===== config.mk =====
export PLATFORM = sky130hd
export DESIGN_NAME = mlink_align_seq
export DESIGN_NICKNAME = d
export VERILOG_FILES = /design/src/rtl/mlink_align_pkg.sv /design/src/rtl/kcode_gather.sv /design/src/rtl/sysref_edge.sv /design/src/rtl/lmfc_counter.sv /design/src/rtl/align_fsm.sv /design/src/rtl/mlink_align_seq.sv
export SDC_FILE = /design/constraint.sdc
export NUM_CORES = 1
export LEC_CHECK = 0
export CAP_MARGIN = 20
export CORE_MARGIN = 2
export CORE_UTILIZATION = 48
export DETAILED_ROUTE_END_ITERATION = 10
export DONT_BUFFER_PORTS = 1
export GPL_ROUTABILITY_DRIVEN = 0
export PLACE_DENSITY = 0.65
export SYNTH_ARGS = -nofsm -noshare
export SYNTH_HDL_FRONTEND = slang
export SYNTH_SLANG_ARGS = --single-unit

===== constraint.sdc =====
create_clock -name clk -period 1.8 [get_ports clk]
set_input_delay 0.36 -clock clk [delete_from_list [all_inputs] [get_ports clk]]
set_output_delay 0.36 -clock clk [all_outputs]
set_load 0.005 [all_outputs]

===== src/rtl/mlink_align_pkg.sv =====
package mlink_align_pkg;
  typedef enum logic [2:0] {
    ST_IDLE      = 3'd0,
    ST_WAIT_CFG  = 3'd1,
    ST_WAIT_LOCK = 3'd2,
    ST_REQ       = 3'd3,
    ST_WAIT_REF  = 3'd4,
    ST_ALIGNED   = 3'd5,
    ST_FAIL      = 3'd6
  } seq_state_e;
endpackage


===== src/rtl/kcode_gather.sv =====
module kcode_gather #(
  parameter int NUM_LINKS      = 9,
  parameter int LANES_PER_LINK = 2,
  localparam int NLANES        = NUM_LINKS * LANES_PER_LINK
) (
  input  logic [NLANES-1:0] lane_kcode,
  output logic              all_lock
);
  logic [NUM_LINKS-1:0] link_ok;

  for (genvar l = 0; l < NUM_LINKS; l++) begin : g_link
    assign link_ok[l] = &lane_kcode[l*LANES_PER_LINK +: LANES_PER_LINK];
  end

  assign all_lock = &link_ok;
endmodule


===== src/rtl/sysref_edge.sv =====
module sysref_edge (
  input  logic clk,
  input  logic rst_n,
  input  logic sysref_in,
  output logic ref_rise
);
  logic [2:0] sync_q;
  logic [2:0] sync_nxt;

  assign sync_nxt = {sync_q[1:0], sysref_in};

  always_ff @(posedge clk or negedge rst_n) begin
    if (!rst_n) sync_q <= '0;
    else        sync_q <= sync_nxt;
  end

  assign ref_rise = sync_q[1] & ~sync_q[2];

  AST_RISE_SINGLE: assert property (@(posedge clk) disable iff (!rst_n)
    ref_rise |=> !ref_rise);
endmodule


===== src/rtl/lmfc_counter.sv =====
module lmfc_counter #(
  parameter int PH_W = 10
) (
  input  logic            clk,
  input  logic            rst_n,
  input  logic            align,
  input  logic [PH_W-1:0] last,
  output logic [PH_W-1:0] phase
);
  logic [PH_W-1:0] cnt_q;
  logic [PH_W-1:0] cnt_nxt;

  always_comb begin
    if (align)             cnt_nxt = '0;
    else if (cnt_q >= last) cnt_nxt = '0;
    else                   cnt_nxt = cnt_q + PH_W'(1);
  end

  always_ff @(posedge clk or negedge rst_n) begin
    if (!rst_n) cnt_q <= '0;
    else        cnt_q <= cnt_nxt;
  end

  assign phase = cnt_q;
endmodule


===== src/rtl/align_fsm.sv =====
module align_fsm
  import mlink_align_pkg::*;
#(
  parameter int TMO_W = 16
) (
  input  logic             clk,
  input  logic             rst_n,
  input  logic             seq_en,
  input  logic             cfg_done,
  input  logic             all_lock,
  input  logic             ref_rise,
  input  logic [TMO_W-1:0] tmo_limit,
  output logic [2:0]       state_o,
  output logic             align_o,
  output logic             req_o,
  output logic             err_o,
  output logic             resync_o
);
  seq_state_e       st_q, st_nxt;
  logic [TMO_W-1:0] tmr_q, tmr_nxt;
  logic             err_q, err_nxt;
  logic             rs_q, rs_nxt;
  logic             tmr_en;

  always_comb begin
    st_nxt  = st_q;
    err_nxt = err_q;
    rs_nxt  = rs_q;
    align_o = 1'b0;
    if (!seq_en) begin
      st_nxt = ST_IDLE;
    end else begin
      unique case (st_q)
        ST_IDLE: begin
          st_nxt  = ST_WAIT_CFG;
          err_nxt = 1'b0;
          rs_nxt  = 1'b0;
        end
        ST_WAIT_CFG:  if (cfg_done) st_nxt = ST_WAIT_LOCK;
        ST_WAIT_LOCK: begin
          if (all_lock) begin
            st_nxt = ST_REQ;
          end else if (tmr_q == tmo_limit) begin
            st_nxt  = ST_FAIL;
            err_nxt = 1'b1;
          end
        end
        ST_REQ:       st_nxt = ST_WAIT_REF;
        ST_WAIT_REF: begin
          if (!all_lock) begin
            st_nxt = ST_WAIT_LOCK;
          end else if (ref_rise) begin
            st_nxt  = ST_ALIGNED;
            align_o = 1'b1;
          end
        end
        ST_ALIGNED: begin
          if (!all_lock) begin
            st_nxt = ST_WAIT_LOCK;
            rs_nxt = 1'b1;
          end
        end
        ST_FAIL:      st_nxt = ST_FAIL;
        default:      st_nxt = ST_IDLE;
      endcase
    end
  end

  assign tmr_en  = (st_q == ST_WAIT_LOCK) && (st_nxt == ST_WAIT_LOCK);
  assign tmr_nxt = tmr_en ? tmr_q + TMO_W'(1) : '0;

  always_ff @(posedge clk or negedge rst_n) begin
    if (!rst_n) begin
      st_q  <= ST_IDLE;
      tmr_q <= '0;
      err_q <= 1'b0;
      rs_q  <= 1'b0;
    end else begin
      st_q  <= st_nxt;
      tmr_q <= tmr_nxt;
      err_q <= err_nxt;
      rs_q  <= rs_nxt;
    end
  end

  assign state_o  = st_q;
  assign req_o    = (st_q == ST_REQ);
  assign err_o    = err_q;
  assign resync_o = rs_q;

  AST_REQ_PULSE: assert property (@(posedge clk) disable iff (!rst_n)
    req_o |=> !req_o);
  AST_REQ_AFTER_LOCK: assert property (@(posedge clk) disable iff (!rst_n)
    $rose(req_o) |-> $past(all_lock));
  AST_FAIL_FLAGGED: assert property (@(posedge clk) disable iff (!rst_n)
    (st_q == ST_FAIL) |-> err_q);
  AST_ALIGN_ON_EDGE: assert property (@(posedge clk) disable iff (!rst_n)
    ((st_q == ST_ALIGNED) && ($past(st_q) != ST_ALIGNED)) |-> $past(ref_rise));
endmodule


===== src/rtl/mlink_align_seq.sv =====
module mlink_align_seq
  import mlink_align_pkg::*;
#(
  parameter int NUM_LINKS      = 9,
  parameter int LANES_PER_LINK = 2,
  parameter int TMO_W          = 16,
  parameter int FPM_W          = 5,
  parameter int OPF_W          = 5,
  localparam int NLANES        = NUM_LINKS * LANES_PER_LINK,
  localparam int PH_W          = FPM_W + OPF_W
) (
  input  logic                      clk,
  input  logic                      rst_n,
  input  logic                      seq_en,
  input  logic                      cfg_done,
  input  logic [NLANES-1:0]         lane_kcode,
  input  logic [TMO_W-1:0]          tmo_limit,
  input  logic [FPM_W-1:0]          frames_per_mf,
  input  logic [OPF_W-1:0]          octets_per_frame,
  output logic                      sysref_req,
  input  logic                      sysref_in,
  output logic [NUM_LINKS*PH_W-1:0] lmfc_phase,
  output logic [4:0]                seq_status
);
  logic            all_lock;
  logic            ref_rise;
  logic            align;
  logic [2:0]      state;
  logic            err_flag;
  logic            rs_flag;
  logic [PH_W-1:0] mf_len;
  logic [PH_W-1:0] mf_last;

  kcode_gather #(.NUM_LINKS(NUM_LINKS), .LANES_PER_LINK(LANES_PER_LINK)) i_gather (
    .lane_kcode (lane_kcode),
    .all_lock   (all_lock)
  );

  sysref_edge i_edge (
    .clk       (clk),
    .rst_n     (rst_n),
    .sysref_in (sysref_in),
    .ref_rise  (ref_rise)
  );

  align_fsm #(.TMO_W(TMO_W)) i_fsm (
    .clk       (clk),
    .rst_n     (rst_n),
    .seq_en    (seq_en),
    .cfg_done  (cfg_done),
    .all_lock  (all_lock),
    .ref_rise  (ref_rise),
    .tmo_limit (tmo_limit),
    .state_o   (state),
    .align_o   (align),
    .req_o     (sysref_req),
    .err_o     (err_flag),
    .resync_o  (rs_flag)
  );

  assign mf_len  = PH_W'(frames_per_mf) * PH_W'(octets_per_frame);
  assign mf_last = (mf_len == '0) ? '0 : mf_len - PH_W'(1);

  for (genvar l = 0; l < NUM_LINKS; l++) begin : g_lmfc
    lmfc_counter #(.PH_W(PH_W)) i_lmfc (
      .clk   (clk),
      .rst_n (rst_n),
      .align (align),
      .last  (mf_last),
      .phase (lmfc_phase[l*PH_W +: PH_W])
    );
  end

  for (genvar l = 1; l < NUM_LINKS; l++) begin : g_chk
    AST_LINKS_IN_PHASE: assert property (@(posedge clk) disable iff (!rst_n)
      lmfc_phase[l*PH_W +: PH_W] == lmfc_phase[PH_W-1:0]);
  end

  assign seq_status = {rs_flag, err_flag, state};
endmodule


==> reports/results.ini, run 1 <==
[status]
outcome = complete, but fails checks
failed_checks = negative hold slack, negative setup slack

[yosys]
syn_nets = 1031
avgSynthCellArea_sq_um = 10.02
synthFlopType = dfrtp_1
muxShareOfSynthArea_pct = 0.3509
synth-compound-area-share_pct = 17.27
synth-simple-area-share_pct = 16.49
syn_inst = 854
seq_area_frac_synth_pct = 33.33
yosys.cell_types.count = 60
synthTopCellsByCount = 119 x ha_1, 114 x dfrtp_1, 97 x a211oi_1, 76 x xor2_1, 56 x nand2_1
synth_seq_cells = 114
yosysWarnings = 0
synth_edf_count = 0
yosys.area.top_type_share_pct = 33.33
synth_top_family_by_area = adder cells
syn-cell-area_sq_mm = 0.008558
synth_most_common_cell = ha_1
synth_xor_area_share_pct = 10.85
synthAdderAreaFrac_pct = 19.50
yosys-top-cells-area = dfrtp_1 33%, ha_1 17%, a211oi_1 8.5%
synthArstFlopShare_pct = 100.0
synth_top_area_cell = dfrtp_1

[worst_setup_path]
reg2reg_to = g_lmfc[2].i_lmfc.phase[5]
crit_type = in -> reg
endpoint_kind = register
worstPathArrival_ns = 4.79
rrSetupSlack_ns = -0.07
worst_setup_path_startpoint = octets_per_frame[2]
crit_required_ns = 2.12
reg2regPathDepth = 6
path_max_fanout = 10
timing.rr.start = i_fsm.state_o[0]
cp-start-kind = primary input

[floorplan]
ios = 145
die_w_um = 137.5
fp.dieH_um = 137.5
core_sq_mm = 0.01736
start_util_pct = 49.31
rows = 48
die-area_sq_mm = 0.01891

[global_route]
grt_pass1_wl_um = 38510
track_usage_pct = 26.24
grt_max_degree = 115
grt_pass1_vias = 7466
antenna_found_initial = 0
overflow = 0

[final_layout]
final_cells = 1264
final_util_pct = 68.83
antenna_cells = 0
fin_nets = 1204
multi_input_area_sq_mm = 0.006741
area_delta_synth_final_pct = 39.59
final_cell_area_sq_mm = 0.01195
drive_gt1_share_pct = 36.77
seq_area_sq_mm = 0.002853
fill_cells = 1293

[sta]
setup_ws_ns = -2.665
setup_violations = 90
rsz0062_at_grt = true
max_freq_mhz = 223.9
report.final.slew_viol_count = 0
final.min_clock_period_ns = 4.465
timing.hold.ws_ns = -0.3608
tightest_slew_ns = 0.4573
hold_viol_final = 114
slew_headroom_pct = 69.45
period_share_pct = 248.1
fin_worst_skew_ns = 0.008692

[detailed_routing]
ant_nets = 0
drtIter0Drc = 402
post_drt_via_cell_ratio = 5.909
vias = 7469
drt-pass1-iter-count = 4
drcViolationCount = 0
wl_per_cell_um = 19.41
routed_wl_um = 24530

[pwr]
power_leakage_nw = 5.335
ir_worst_vdd_uv = 1337
powerDensity_mw_per_mm2 = 1742

[cts]
clkTransAtPathRegs_ns = 0.06
cts_tree = yes
numCtsBuffers = 17
htreeDepth = 4
hold_buffers = 1
cts_root_buf = clkbuf_16
clockBufferDepth = 2
cts_sinks = 114
insertion_delay_ns = 0.42

[hold_path]
hold_class = in -> async

[placement]
dpl_cell_area_sq_mm = 0.009936
place_ws_ns = -3.166
dp_hpwl_um = 16120
numPlacedInstances = 1201
numPortBuffers = 0

[run]
maxCapViolations = 0

-- timing repair --
action	CTS	global route
gates resized for setup	126	95
setup endpoints to repair	90	108
pin swaps	21	34
gates cloned	6	2
hold endpoints to repair	115	114
buffers inserted	15	10
-- power breakdown --
group          leakage (nW)  switching [W]  internal [W]
clock                 0.296        0.00120       0.00227
combinational          3.55        0.00705       0.00600
sequential             1.49       0.000955       0.00333
-- worst max path at each step --
stage,endpoint,slack (ns),cells after the start
detailed placement,g_lmfc[8].i_lmfc.phase[7],-3.17,17
finish,g_lmfc[8].i_lmfc.phase[8],-2.67,19
global route,g_lmfc[3].i_lmfc.phase[7],-2.79,20
global placement,g_lmfc[2].i_lmfc.phase[9],-3.15,19
CTS,g_lmfc[8].i_lmfc.phase[9],-2.59,18
floorplan,g_lmfc[8].i_lmfc.phase[0],-2.91,16
-- logic make-up (layout without fill, tap and decap cells) --
family	Yosys count	after routing
adders and majority gates	128	128
buffers and inverters	45	226
AOI/OAI and AO/OA	203	206
DFF	114	114
xor gates and xnor gates	106	106
and+or+nand+nor	255	256
muxes	3	3
-- state kept, by name, summed over array words and instances (netlist names) --
signal               cells
i_fsm.state_o            3
i_fsm.err_o              1
i_edge.sync_q            3
g_lmfc.i_lmfc.phase     90
i_fsm.tmr_q             16
i_fsm.resync_o           1
-- through the flow --
step           hold slack (ns)  TNS [ns]  power, W
6_report               -0.3608   -231.29   0.02081
2_1_floorplan          0.06441   -255.49  0.009644
4_1_cts                -0.3814   -226.52   0.01922
3_3_place_gp           0.06821   -275.85   0.01300
3_5_place_dp           0.06679   -278.29   0.01318
5_1_grt                -0.3828   -244.24   0.02224
-- routing by layer --
layer | track usage [%] | share of wire (%) | wire length (um)
met5 | 0 | 0 | 0
met4 | 8.362 | 1.8 | 430
met3 | 7.358 | 6.0 | 1479
met2 | 41.82 | 48 | 11670
met1 | 34.55 | 45 | 10950
-- worst max-delay path, stage by stage --
cell	delay, ns
nand2_8	0.03
fa_1	0.55
fa_1	0.43
fa_1	0.51
inv_2	0.05
ha_4	0.23
buf_4	0.14
xnor2_1	0.24
nand2_2	0.14
a221oi_4	0.27
nand3_4	0.17
buf_4	0.20
o21ai_4	0.19
ha_4	0.23
and4_1	0.20
a2111oi_2	0.29
o21ai_1	0.13
buf_6	0.17
a211oi_1	0.24
-- cells in the final DEF (no fill, tap or decap), types with 4 or more instances in the layout --
master and n:
a211o_1 4, a211oi_1 4, a211oi_2 93, a21o_1 15, a21oi_1 15, a21oi_2 8
a21oi_4 9, a31oi_1 5, and2_1 25, and3_1 12, and4_1 16, buf_4 134
buf_6 19, clkbuf_16 17, dfrtp_1 114, fa_1 8, ha_1 96, ha_4 20
inv_1 33, nand2_1 50, nand2_2 4, nand2_4 10, nand2b_1 9, nand3_1 54
nand4_1 18, nor2_1 31, nor2b_1 5, o21ai_1 12, o21ai_4 7, xnor2_1 30
xor2_1 75
-- layout make-up --
type,instances,area share (%)
repair buffers,160,11.18
multi-input cells,699,56.43
clock inverters,9,1.089
clock buffers,22,3.969
inverters,35,1.100
flip-flops and latches,114,23.88
well taps,225,2.357
No activity file was read; power rests on OpenSTA's default activity.
==> run 2: changes to the inputs <==
--- a/config.mk
+++ b/config.mk
@@ -5,6 +5,7 @@
 export SDC_FILE = /design/constraint.sdc
 export NUM_CORES = 1
 export LEC_CHECK = 0
+export ABC_AREA = 1
 export CAP_MARGIN = 20
 export CORE_MARGIN = 2
 export CORE_UTILIZATION = 48
==> run 2 against run 1 <==
  * The run still ends with negative hold slack, negative setup slack left
  * Final area rose by 7.7%
  * Global-route usage rose by 0.19 points
  * Synthesized cell count rose by 29%
  * Cell count rose by 18%
  * First-iteration DRC count rose by 12%
  * Hold slack improved by 0.00084 ns
  * Clock power barely moved
  * Critical endpoint is now g_lmfc[2].i_lmfc.phase[5]
  * Non-clock buffer count fell by 17
  * Synthesized area rose by 3.2%
  * Power fell by 1.5%
==> reports/results.ini, run 2 <==
[status]
outcome = complete, but fails checks  ; unchanged
failed_checks = negative hold slack, negative setup slack  ; unchanged

[worst_setup_path]
rrSetupSlack_ns = -0.07  ; about the same
crit_type = in -> reg  ; unchanged
path_max_fanout = 6  ; was 10
crit_required_ns = 2.13  ; was 2.12 ns
cp-start-kind = primary input  ; unchanged
worst_setup_path_startpoint = octets_per_frame[2]  ; unchanged
reg2reg_to = g_lmfc[0].i_lmfc.phase[0]  ; was g_lmfc[2].i_lmfc.phase[5]
endpoint = g_lmfc[2].i_lmfc.phase[5]  ; was g_lmfc[8].i_lmfc.phase[8]
endpoint_kind = register  ; unchanged
reg2regPathDepth = 7  ; was 6
timing.rr.start = i_fsm.state_o[1]  ; was i_fsm.state_o[0]
worstPathArrival_ns = 4.60  ; was 4.79 ns

[floorplan]
ios = 145  ; unchanged
rows = 49  ; was 48
fp.dieH_um = 139.7  ; was 137.5 um
die-area_sq_mm = 0.01950  ; was 0.01891 sq mm
die_w_um = 139.7  ; was 137.5 um
start_util_pct = 49.00  ; was 49.31%
core_sq_mm = 0.01802  ; was 0.01736 sq mm

[final_layout]
layout_common_cells = 188 x nand2_1, 114 x dfrtp_1, 113 x inv_1, 95 x buf_4, 90 x nor2_1  ; was 134 x buf_4, 114 x dfrtp_1, 96 x ha_1, 93 x a211oi_2, 75 x xor2_1
largest_register_ff_count = 90  ; unchanged
fin_nets = 1432  ; was 1,204
drive_gt1_share_pct = 33.99  ; was 36.77%
antenna_cells = 0  ; unchanged
final_common_cell = nand2_1  ; was buf_4
area_delta_synth_final_pct = 45.71  ; was 39.59%

[placement]
numPortBuffers = 0  ; unchanged
dp_hpwl_um = 16210  ; was 16,120 um

[hold_path]
hold_class = in -> async  ; unchanged

[sta]
tns_ns = -212.94  ; was -231.29 ns
timing.hold.ws_ns = -0.3600  ; was -0.3608 ns
tightest_slew_ns = 0.4973  ; was 0.4573 ns
max_freq_mhz = 234.2  ; was 223.9 MHz
period_share_pct = 237.2  ; was 248.1%
report.final.slew_viol_count = 0  ; unchanged
final.min_clock_period_ns = 4.269  ; was 4.465 ns
rsz0062_at_grt = true  ; unchanged
hold_viol_final = 114  ; unchanged
setup_violations = 90  ; unchanged
setup_ws_ns = -2.469  ; was -2.665 ns
slew_headroom_pct = 66.73  ; was 69.45%
fin_worst_skew_ns = 0.01089  ; was 0.008692 ns

[cts]
cts_tree = yes  ; unchanged
numCtsBuffers = 17  ; unchanged
clockBufferDepth = 2  ; unchanged
htreeDepth = 4  ; unchanged
cts_root_buf = clkbuf_16  ; unchanged
insertion_delay_ns = 0.42  ; about the same
clkTransAtPathRegs_ns = 0.06  ; about the same
cts_sinks = 114  ; unchanged
hold_buffers = 1  ; unchanged

[detailed_routing]
drtIter0Drc = 450  ; was 402
drcViolationCount = 0  ; unchanged
ant_nets = 0  ; unchanged
drt-pass1-iter-count = 5  ; was 4
wl_per_cell_um = 19.40  ; was 19.41 um
post_drt_via_cell_ratio = 5.758  ; was 5.909
routed_wl_um = 29050  ; was 24,530 um
vias = 8619  ; was 7,469

[yosys]
syn-cell-area_sq_mm = 0.008832  ; was 0.008558 sq mm
synth_most_common_cell = nand2_1  ; was ha_1
avgSynthCellArea_sq_um = 8.029  ; was 10.02 sq um
seq_area_frac_synth_pct = 32.30  ; was 33.33%
syn_inst = 1100  ; was 854
yosysWarnings = 0  ; unchanged
synth_seq_cells = 114  ; unchanged
yosys.cell_types.count = 29  ; was 60
synth_top_area_cell = dfrtp_1  ; unchanged
yosys.area.top_type_share_pct = 32.30  ; was 33.33%
synthArstFlopShare_pct = 100.0  ; unchanged
yosys-top-cells-area = dfrtp_1 32%, ha_1 17%, nand2_1 9.9%  ; was dfrtp_1 33%, ha_1 17%, a211oi_1 8.5%
synthTopCellsByCount = 234 x nand2_1, 120 x inv_1, 119 x ha_1, 114 x dfrtp_1, 110 x nor2_1  ; was 119 x ha_1, 114 x dfrtp_1, 97 x a211oi_1, 76 x xor2_1, 56 x nand2_1
syn_nets = 1277  ; was 1,031
synthFlopType = dfrtp_1  ; unchanged
synth_edf_count = 0  ; unchanged

[pwr]
power_leakage_nw = 5.737  ; was 5.335 nW
powerDensity_mw_per_mm2 = 1593  ; was 1742 mW/mm^2
ir_worst_vdd_uv = 987.4  ; was 1337 uV
power.total_w = 0.02050  ; was 0.02081 W

[global_route]
grt_pass1_wl_um = 41460  ; was 38,510 um
track_usage_pct = 26.44  ; was 26.24%
grt_pass1_vias = 8099  ; was 7,466
grt_max_degree = 115  ; unchanged
antenna_found_initial = 0  ; unchanged
overflow = 0  ; unchanged

[run]
maxCapViolations = 0  ; unchanged

[run 2: cell types whose count changed in the layout (fill, tap and decap cells not counted), moves of 29 or more]
cell      previous run  this run
nand2_1             50       188
a211oi_2            93         0
inv_1               33       113
nor2_1              31        90
nor3_2               0        56
buf_4              134        95
ha_4                20        51
ha_1                96        67
[run 2: how the worst min path moves through the flow]
stage	startpoint	endpoint	slack, ns	cells past startpoint
global placement	rst_n	i_fsm.state_o[0]	0.07	0
finish	rst_n	g_lmfc[2].i_lmfc.phase[0]	-0.36	0
global route	rst_n	g_lmfc[2].i_lmfc.phase[0]	-0.38	0
detailed placement	rst_n	i_fsm.state_o[0]	0.07	0
CTS	rst_n	i_edge.sync_q[1]	-0.37	0
floorplan	rst_n	g_lmfc[0].i_lmfc.phase[0]	0.06	0
[run 2: cells by family after synthesis]
family	Yosys count	share of synthesized area (%)
AOI/OAI and AO/OA	76	4.958
and+or+nand+nor	562	28.69
xor gates and xnor gates	87	8.627
adders and majority gates	128	18.90
buffers and inverters	133	6.531
DFF	114	32.30
[run 2: timing repair]
action	in CTS	in global routing
gates resized for setup	121	197
hold endpoints to repair	115	114
endpoints found under the setup margin	90	106
pin swaps	29	55
cloned	10	7
setup buffers	14	14
[run 2: stage by stage]
| stage | setup WS (ns) | cells | utilization [%] | hold WS, ns | cell area, sq um |
|---|---|---|---|---|---|
| after floorplan | -2.542 | 1100 | - | 0.06441 | 9030 |
| after global placement | -2.690 | 1419 | 55.83 | 0.07069 | 10060 |
| after detailed placement | -2.775 | 1419 | 55.83 | 0.07072 | 10060 |
| after CTS | -2.211 | 1476 | 64.31 | -0.3717 | 11590 |
| after global routing | -2.609 | 1497 | 71.40 | -0.3770 | 12870 |
| final | -2.469 | 1497 | 71.40 | -0.3600 | 12870 |
[run 2: routing by layer]
layer | global-route usage (%) | wire [um] | vias to the layer above
met4 | 7.632 | 1067 | 0
met2 | 43.94 | 14180 | 354
li1 | - | - | 4011
met1 | 34.39 | 11530 | 4154
met5 | 0 | 0 | -
met3 | 6.504 | 2266 | 100
[run 2: final cells by class]
class                      instances  area, sq um
sequential                       114         2853
inverter                         120        450.4
multi-input combinational        859         7256
clock inverter                    14        155.1
clock buffer                      18        439.2
fill                            1285         5155
tap                              229        286.5
timing repair buffer             143         1430
[run 2: power by group]
part,internal [W],switching (W)
Clock,0.00209,0.00136
Sequential,0.00336,0.00121
Combinational,0.00582,0.00666
[run 2: worst max-delay path, stage by stage]
cell and delay [ns]:
nand2_8 0.03, fa_1 0.54, fa_1 0.42, fa_1 0.51
inv_2 0.05, ha_4 0.26, buf_6 0.13, xor2_4 0.15
nor3_2 0.26, nand3_4 0.13, nor2_4 0.18, nand2_1 0.10
nand2_2 0.09, nand2_4 0.11, nand2_8 0.15, ha_4 0.23
a21oi_1 0.16, o21a_1 0.15, nand4_1 0.17, buf_6 0.20
nor3_2 0.21
